==> config.mk <==
export PLATFORM = sky130hd
export DESIGN_NAME = recfg_front
export DESIGN_NICKNAME = d
export VERILOG_FILES = /design/src/rtl/recfg_pkg.sv /design/src/rtl/recfg_fifo.sv /design/src/rtl/recfg_ctrl.sv /design/src/rtl/recfg_front.sv
export SDC_FILE = /design/constraint.sdc
export NUM_CORES = 1
export LEC_CHECK = 0
export ABC_AREA = 0
export BUFFER_PORTS_ARGS = -buffer_cell sky130_fd_sc_hd__buf_2
export CORE_MARGIN = 2
export CORE_UTILIZATION = 50
export CTS_CLUSTER_DIAMETER = 150
export CTS_CLUSTER_SIZE = 12
export DETAILED_ROUTE_END_ITERATION = 7
export MAX_ROUTING_LAYER = met4
export PLACE_DENSITY = 0.78
export SLEW_MARGIN = 20
export SYNTH_ARGS = -nofsm -noshare
export SYNTH_HDL_FRONTEND = slang
export SYNTH_SLANG_ARGS = --single-unit
==> constraint.sdc <==
create_clock -name clk -period 9.3 [get_ports clk]
set_input_delay 0.465 -clock clk [delete_from_list [all_inputs] [get_ports clk]]
set_output_delay 0.465 -clock clk [all_outputs]
set_load 0.02 [all_outputs]
==> src/rtl/recfg_pkg.sv <==
package recfg_pkg;
  localparam int ADDR_W   = 8;
  localparam int RGN_W    = 3;
  localparam int CREDIT_W = 9;
  localparam int ERR_W    = 5;

  localparam logic [ADDR_W-1:0] OFS_HDR  = 8'h00;
  localparam logic [ADDR_W-1:0] OFS_CTRL = 8'h08;
  localparam logic [ADDR_W-1:0] OFS_STAT = 8'h10;
  localparam logic [ADDR_W-1:0] OFS_DATA = 8'h18;
  localparam logic [ADDR_W-1:0] OFS_ERR  = 8'h20;
  localparam logic [ADDR_W-1:0] OFS_IDLO = 8'hA8;
  localparam logic [ADDR_W-1:0] OFS_IDHI = 8'hB0;

  // control bit positions
  localparam int CB_RST    = 0;
  localparam int CB_ACK    = 4;
  localparam int CB_RGN_LO = 7;
  localparam int CB_START  = 12;
  localparam int CB_DONE   = 13;
  // status bit positions
  localparam int SB_BUSY   = 16;
  localparam int SB_CCODE  = 20;
  localparam int SB_HCODE  = 24;
  // error bit positions
  localparam int EB_OPER   = 0;
  localparam int EB_CRC    = 1;
  localparam int EB_IMAGE  = 2;
  localparam int EB_PROTO  = 3;
  localparam int EB_OVF    = 4;

  typedef enum logic [2:0] {
    CC_IDLE   = 3'd0,
    CC_RESET  = 3'd1,
    CC_RUN    = 3'd2,
    CC_FINISH = 3'd3
  } ctl_code_e;

  typedef struct packed {
    logic             rst_req;
    logic             ack;
    logic [RGN_W-1:0] region;
    logic             start;
    logic             done;
  } ctl_state_t;
endpackage

==> src/rtl/recfg_fifo.sv <==
module recfg_fifo #(
  parameter int DEPTH = 32,
  parameter int DW    = 32,
  localparam int AW   = (DEPTH > 1) ? $clog2(DEPTH) : 1,
  localparam int CW   = $clog2(DEPTH + 1)
) (
  input  logic          clk,
  input  logic          rst,
  input  logic          flush,
  input  logic          push,
  input  logic [DW-1:0] push_data,
  input  logic          pop,
  output logic [DW-1:0] pop_data,
  output logic          pop_valid,
  output logic [CW-1:0] count,
  output logic          full,
  output logic          empty
);
  localparam logic [AW-1:0] LAST = AW'(DEPTH - 1);

  logic [DW-1:0] mem [DEPTH];
  logic [AW-1:0] wp, rp;

  // storage without reset so it maps onto block RAM
  always_ff @(posedge clk) begin
    if (push) mem[wp] <= push_data;
  end

  always_ff @(posedge clk) begin
    if (pop) pop_data <= mem[rp];
  end

  always_ff @(posedge clk) begin
    if (rst) begin
      wp        <= '0;
      rp        <= '0;
      count     <= '0;
      pop_valid <= 1'b0;
    end else begin
      pop_valid <= pop;
      if (flush) begin
        wp    <= '0;
        rp    <= '0;
        count <= '0;
      end else begin
        if (push) wp <= (wp == LAST) ? '0 : wp + 1'b1;
        if (pop)  rp <= (rp == LAST) ? '0 : rp + 1'b1;
        case ({push, pop})
          2'b10:   count <= count + 1'b1;
          2'b01:   count <= count - 1'b1;
          default: count <= count;
        endcase
      end
    end
  end

  assign full  = (count == CW'(DEPTH));
  assign empty = (count == '0);
endmodule

==> src/rtl/recfg_ctrl.sv <==
module recfg_ctrl
  import recfg_pkg::*;
(
  input  logic             clk,
  input  logic             rst,
  input  logic             ctrl_wr,
  input  logic             data_wr,
  input  logic             err_wr,
  input  logic [63:0]      wdata,
  input  logic [2:0]       fault_in,
  input  logic             q_full,
  input  logic             q_empty,
  output ctl_state_t       st,
  output logic [ERR_W-1:0] err,
  output logic             push_ok,
  output logic             flush
);
  logic             in_session;
  logic [ERR_W-1:0] err_set, err_clr;

  assign in_session = st.start && !st.rst_req;
  assign flush      = st.rst_req;
  assign push_ok    = data_wr && in_session && !q_full;

  always_comb begin
    err_set           = '0;
    err_set[EB_OPER]  = fault_in[0];
    err_set[EB_CRC]   = fault_in[1];
    err_set[EB_IMAGE] = fault_in[2];
    err_set[EB_PROTO] = data_wr && !in_session;
    err_set[EB_OVF]   = data_wr && in_session && q_full;
    err_clr           = err_wr ? wdata[ERR_W-1:0] : '0;
  end

  always_ff @(posedge clk) begin
    if (rst) begin
      err <= '0;
    end else begin
      err <= (err & ~err_clr) | err_set;
    end
  end

  always_ff @(posedge clk) begin
    if (rst) begin
      st <= '0;
    end else begin
      st.ack <= st.rst_req;
      if (st.rst_req) begin
        st.start <= 1'b0;
        st.done  <= 1'b0;
      end else if (st.start && st.done && q_empty) begin
        st.start <= 1'b0;
        st.done  <= 1'b0;
      end
      if (ctrl_wr) begin
        st.rst_req <= wdata[CB_RST];
        st.region  <= wdata[CB_RGN_LO +: RGN_W];
        if (wdata[CB_START] && !st.rst_req) st.start <= 1'b1;
        if (wdata[CB_DONE] && in_session)   st.done  <= 1'b1;
      end
    end
  end
endmodule

==> src/rtl/recfg_front.sv <==
module recfg_front
  import recfg_pkg::*;
#(
  parameter int          DEPTH     = 32,
  parameter logic [63:0] HDR_VALUE = 64'h3000_0000_1000_0005,
  parameter logic [63:0] IFID_LO   = 64'h0123_4567_89AB_CDEF,
  parameter logic [63:0] IFID_HI   = 64'hFEDC_BA98_7654_3210,
  localparam int CW = $clog2(DEPTH + 1)
) (
  input  logic              clk,
  input  logic              rst,
  input  logic              bus_wr,
  input  logic              bus_rd,
  input  logic [ADDR_W-1:0] bus_addr,
  input  logic [63:0]       bus_wdata,
  output logic [63:0]       bus_rdata,
  output logic              bus_rvalid,
  input  logic [2:0]        fault_in,
  input  logic              sink_ready,
  output logic [31:0]       sink_data,
  output logic              sink_valid
);
  ctl_state_t       st;
  logic [ERR_W-1:0] err_q;
  logic [CW-1:0]    q_count;
  logic             q_full, q_empty, push_ok, flush, pop;
  logic             ctrl_wr, data_wr, err_wr;
  logic             rst_req_w, ack_w, start_w, done_w;
  logic [63:0]      rd_val;
  logic [2:0]       ccode;
  logic [3:0]       hcode;
  logic [CREDIT_W-1:0] credit;

  assign ctrl_wr = bus_wr && (bus_addr == OFS_CTRL);
  assign data_wr = bus_wr && (bus_addr == OFS_DATA);
  assign err_wr  = bus_wr && (bus_addr == OFS_ERR);
  assign pop     = sink_ready && !q_empty && !st.rst_req;

  recfg_ctrl u_ctrl (
    .clk      (clk),
    .rst      (rst),
    .ctrl_wr  (ctrl_wr),
    .data_wr  (data_wr),
    .err_wr   (err_wr),
    .wdata    (bus_wdata),
    .fault_in (fault_in),
    .q_full   (q_full),
    .q_empty  (q_empty),
    .st       (st),
    .err      (err_q),
    .push_ok  (push_ok),
    .flush    (flush)
  );

  recfg_fifo #(.DEPTH(DEPTH), .DW(32)) u_fifo (
    .clk       (clk),
    .rst       (rst),
    .flush     (flush),
    .push      (push_ok),
    .push_data (bus_wdata[31:0]),
    .pop       (pop),
    .pop_data  (sink_data),
    .pop_valid (sink_valid),
    .count     (q_count),
    .full      (q_full),
    .empty     (q_empty)
  );

  assign rst_req_w = st.rst_req;
  assign ack_w     = st.ack;
  assign start_w   = st.start;
  assign done_w    = st.done;

  always_comb begin
    if (st.rst_req)    ccode = CC_RESET;
    else if (st.done)  ccode = CC_FINISH;
    else if (st.start) ccode = CC_RUN;
    else               ccode = CC_IDLE;
    hcode  = st.start ? 4'd1 : 4'd0;
    credit = CREDIT_W'(DEPTH) - CREDIT_W'(q_count);
  end

  always_comb begin
    rd_val = '0;
    case (bus_addr)
      OFS_HDR:  rd_val = HDR_VALUE;
      OFS_CTRL: begin
        rd_val[CB_RST]                 = st.rst_req;
        rd_val[CB_ACK]                 = st.ack;
        rd_val[CB_RGN_LO +: RGN_W]     = st.region;
        rd_val[CB_START]               = st.start;
        rd_val[CB_DONE]                = st.done;
      end
      OFS_STAT: begin
        rd_val[CREDIT_W-1:0]           = credit;
        rd_val[SB_BUSY]                = st.start;
        rd_val[SB_CCODE +: 3]          = ccode;
        rd_val[SB_HCODE +: 4]          = hcode;
      end
      OFS_ERR:  rd_val[ERR_W-1:0]      = err_q;
      OFS_IDLO: rd_val = IFID_LO;
      OFS_IDHI: rd_val = IFID_HI;
      default:  rd_val = '0;
    endcase
  end

  always_ff @(posedge clk) begin
    if (rst) begin
      bus_rdata  <= '0;
      bus_rvalid <= 1'b0;
    end else begin
      bus_rvalid <= bus_rd;
      if (bus_rd) bus_rdata <= rd_val;
    end
  end
endmodule

==> results.txt <==
* Drt drc: 0
- Summed over its instances, the top area cell type makes up ~74% of the synthesized netlist area.
- During synthesis, Yosys emitted a total of 0 warnings.
* Final cycle utilization of the critical path: a little under half
- In this run the power density over the cells is around 190 nW/um2.
* Post-synth design cell area: between 40000 and 50000 um2
- Setup repair after global routing missed its margin: false
* Post-CTS clock slew at the launch and capture registers of the worst setup and hold paths: ~0.060 ns
* Maximum fanout count along the critical path: ~100
- For this design, the sink count on the clock tree is ~1100.
- The finished layout holds ~3400 standard cells, fillers aside.
- Main combinational cell family by area after synthesis: multiplexers
* Count of distinct cell types in the synthesized netlist: between 70 and 80
- Global-route wire length before repair: 150 mm
- Area fraction in compound gates after synthesis: around 5.2%
- Number of global-route vias before repair: 22296
* Floorplan die area: 88100 um2
* DPL Wire Length: around 55 mm
* Total GRT Usage: between 20% and 30%
- Data on the critical path is required at its endpoint by between 9 and 10 ns.
- The final layout contains between 2000 and 2500 nets.
* Cell with the largest stage delay on the worst path: sky130_fd_sc_hd__buf_4
* Number of nets produced by synthesis: 2204
- The portion of synthesized area spent on multiplexers is 13.2%.
- Number of core rows: roughly 110
* Buffer type at the clock tree root: sky130_fd_sc_hd__clkbuf_16
* Boundary pin count: around 180
- Area inside the core boundary: between 80000 and 90000 um2
* Layout Cell Area excl Fill: 47500 um2
- The placed instances occupy a cell area of 44700 um2.
- Number of buffers on the longest clock path: 3
- Horiz. Die Dim: between 200 and 300 um
- Average wire per cell in the routed design: roughly 30 um
* Hold Vio Cnt, Final: 0
- Cells after Synth: roughly 2100
- The area growth from synthesis to layout is 10.8%.
* Largest net degree at the start of global routing: approximately 120
- After routing, the total negative slack on setup checks comes to 0 ns.
* Area share of xor/xnor cells in the synthesized design: less than 1%
- The routed layout has 22098 vias.
* Slew Limit Fails: 0
- For this run the aggregate overflow at the end of global routing stands at 0.
* Number of nets with antenna violations after detailed routing: 0
- Peak clock frequency supported by timing: between 200 and 250 MHz
* Worst slew margin: between 30% and 40%
- Number of antenna violations at the first check in global routing: 8
- After clock tree synthesis, the flow added hold-fix buffers numbering 0.
* Sequential fraction of the synthesis area: between 70% and 80%
* Clock tree from TritonCTS: done
* Post-placement cell count: approximately 3300
* Crit start category: flip-flop
- Run status: finished clean
* Main flop type after synthesis: sky130_fd_sc_hd__edfxtp_1
* First drt pass iteration count: 6
- Synthesis inferred 1107 register bits.
- Share of flip-flops with an asynchronous set or reset after synthesis: 0%
- Via density: approximately 6.5
* Number of gates given a new drive strength after cts: 0
- The later pin in the worst-skew pair is clocked with a latency of around 0.66 ns.
- After Yosys synthesis, and, or, nand and nor cells account for roughly 2.3% of the synthesized area.
- Summing the areas of all fa, ha and maj instances in the mapped netlist gives 0.426% of the synthesized area.
- Total setup buffers inserted after CTS: 0
- Worst stage delay on the critical path: 0.93 ns
- Biggest area contributors in the synthesized netlist: sky130_fd_sc_hd__edfxtp_1, sky130_fd_sc_hd__mux4_2, sky130_fd_sc_hd__mux2i_1, sky130_fd_sc_hd__dfxtp_1, sky130_fd_sc_hd__buf_4
- Averaged over all synthesized cells, the footprint is approximately 20 um2.
* Post-layout min period: 4.21 ns
* WS Path Type: reg -> reg
* Tightest Pin Transition: roughly 1.0 ns
- Effective utilization at floorplan: between 50 and 60%
- Peak supply drop: ~160 uV
* Worst Setup End Kind: flip-flop
- Number of enable-type register cells in the synthesized netlist: 1056
- CTS buffer count: approximately 100
- Number of I/O port buffers: about 150
- Share of layout cells above drive strength 1: between 20% and 30%
- Placer Congestion: 0.852
* Finish-stage setup viols: 0
- Largest area contributor in the synthesized netlist: sky130_fd_sc_hd__edfxtp_1
- Die Y: ~300 um
* DRC violation total after the first TritonRoute iteration: between 2000 and 3000
* Max-capacitance violation count: 0
* Static Leakage: approximately 14 nW
- Final clock skew: ~0.017 ns
- Cells traversed along the worst timing path: buf_12 -> buf_4 -> mux4_2 -> a22o_1 -> a211oi_1 -> a311oi_1
- Worst hold path class: in -> reg
- Overall routed net length: 103 mm
- Endpoint arrival time on the critical path: between 4 and 5 ns
- The H-tree generated during clock tree synthesis spans 3 levels.
[layer usage]
layer | part of all wire (%) | vias to the layer above | global-route usage (%) | wire [um]
li1 | - | 9002 | - | -
met3 | 12 | 226 | 5.76 | 12300
met1 | 36 | 11416 | 31.7 | 37600
met4 | 3.5 | 0 | 8.40 | 3570
met5 | 0 | - | - | 0
met2 | 48 | 1454 | 37.1 | 49900
[power breakdown]
| group | switching, mW | internal, mW |
|---|---|---|
| combinational | 0.0962 | 0.0194 |
| clock | 1.66 | 2.03 |
| sequential | 0.00345 | 5.45 |
| total | 1.76 | 7.50 |
[cell families after synthesis]
family | count (synthesis)
muxes | 326
buffers and inverters | 173
AOI/OAI and AO/OA | 309
xor gates and xnor gates | 3
and+or+nand+nor | 178
DFF | 1107
adders and majority gates | 14
[path summary, 6_finish.rpt]
| kind | start | depth (start not counted) | slack, ns | end |
|---|---|---|---|---|
| worst min register to register | bus_rdata[16] | 1 | 0.45 | bus_rdata[16] |
| worst max-delay path | u_fifo.rp[0] | 6 | 5.09 | u_fifo.pop_data[30] |
| worst min-delay path | fault_in[0] | 2 | 0.06 | u_ctrl.err[0] |
| worst max register to register | u_fifo.rp[0] | 6 | 5.09 | u_fifo.pop_data[30] |
[cell usage after synthesis, drive strengths merged, types with 7 or more instances]
| library cell | number |
|---|---|
| nor2 | 72 |
| mux4 | 192 |
| o21ai | 15 |
| buf | 101 |
| nand2b | 8 |
| edfxtp | 1056 |
| a21oi | 83 |
| nor3 | 7 |
| mux2i | 134 |
| a211oi | 11 |
| nor2b | 14 |
| a22o | 26 |
| o22ai | 26 |
| inv | 13 |
| nand3 | 13 |
| ha | 13 |
| nand2 | 11 |
| clkbuf | 59 |
| dfxtp | 51 |
| a2111oi | 25 |
| o221ai | 39 |
| a22oi | 47 |
[placed cells by master, fill, tap and decap left out, types with 8 or more instances in the layout]
master	n
sky130_fd_sc_hd__a2111oi_2	10
sky130_fd_sc_hd__mux4_2	192
sky130_fd_sc_hd__nor2_1	38
sky130_fd_sc_hd__nor2b_1	12
sky130_fd_sc_hd__o22ai_1	26
sky130_fd_sc_hd__mux2i_1	134
sky130_fd_sc_hd__nand2b_1	8
sky130_fd_sc_hd__a22o_1	26
sky130_fd_sc_hd__inv_1	13
sky130_fd_sc_hd__dfxtp_1	47
sky130_fd_sc_hd__ha_1	13
sky130_fd_sc_hd__a2111oi_0	15
sky130_fd_sc_hd__nand3_1	12
sky130_fd_sc_hd__a22oi_1	47
sky130_fd_sc_hd__buf_2	145
sky130_fd_sc_hd__a211oi_1	11
sky130_fd_sc_hd__edfxtp_1	1056
sky130_fd_sc_hd__clkbuf_16	106
sky130_fd_sc_hd__o221ai_1	39
sky130_fd_sc_hd__a21oi_1	83
sky130_fd_sc_hd__nand2_1	11
sky130_fd_sc_hd__nor2_4	34
sky130_fd_sc_hd__clkbuf_1	18
sky130_fd_sc_hd__o21ai_0	14
sky130_fd_sc_hd__buf_4	45
[sequential cells by signal, summed over array words and instances (netlist names)]
| register | flops |
|---|---|
| bus_rdata | 21 |
| u_fifo.pop_valid | 1 |
| bus_rvalid | 1 |
| u_fifo.pop_data | 32 |
| u_fifo.rp | 5 |
| u_fifo.mem | 1024 |
| u_ctrl.flush | 1 |
| u_fifo.wp | 5 |
| u_ctrl.st | 6 |
| u_fifo.count | 6 |
| u_ctrl.err | 5 |
[layout make-up]
type / count / area, um2
clock buffer: 124 / 2720
antenna: 6 / 15.0
tap: 1144 / 1430
sequential: 1107 / 32700
multi-input combinational: 830 / 9390
clock inverter: 4 / 45.0
fill: 6018 / 37500
inverter: 13 / 48.8
timing repair buffer: 192 / 1100
[metrics by stage]
step	utilization [%]	power [mW]	hold WS, ns	worst slack (ns)
2_1_floorplan	-	5.60	0.456	4.92
3_3_place_gp	52.6	5.67	0.434	5.11
3_5_place_dp	52.6	5.68	0.441	5.08
4_1_cts	55.9	9.30	0.0235	5.07
5_1_grt	55.9	9.50	0.0351	4.80
6_report	55.9	9.26	0.0575	5.09
[critical path, delay by kind of cell, from the launching register on]
kind	cells	cell delay [ns]
buf+inv	2	1.50
mux	1	0.60
compound gates	3	0.74
flops	1	0.76
No activity file was read; power rests on OpenSTA's default activity.
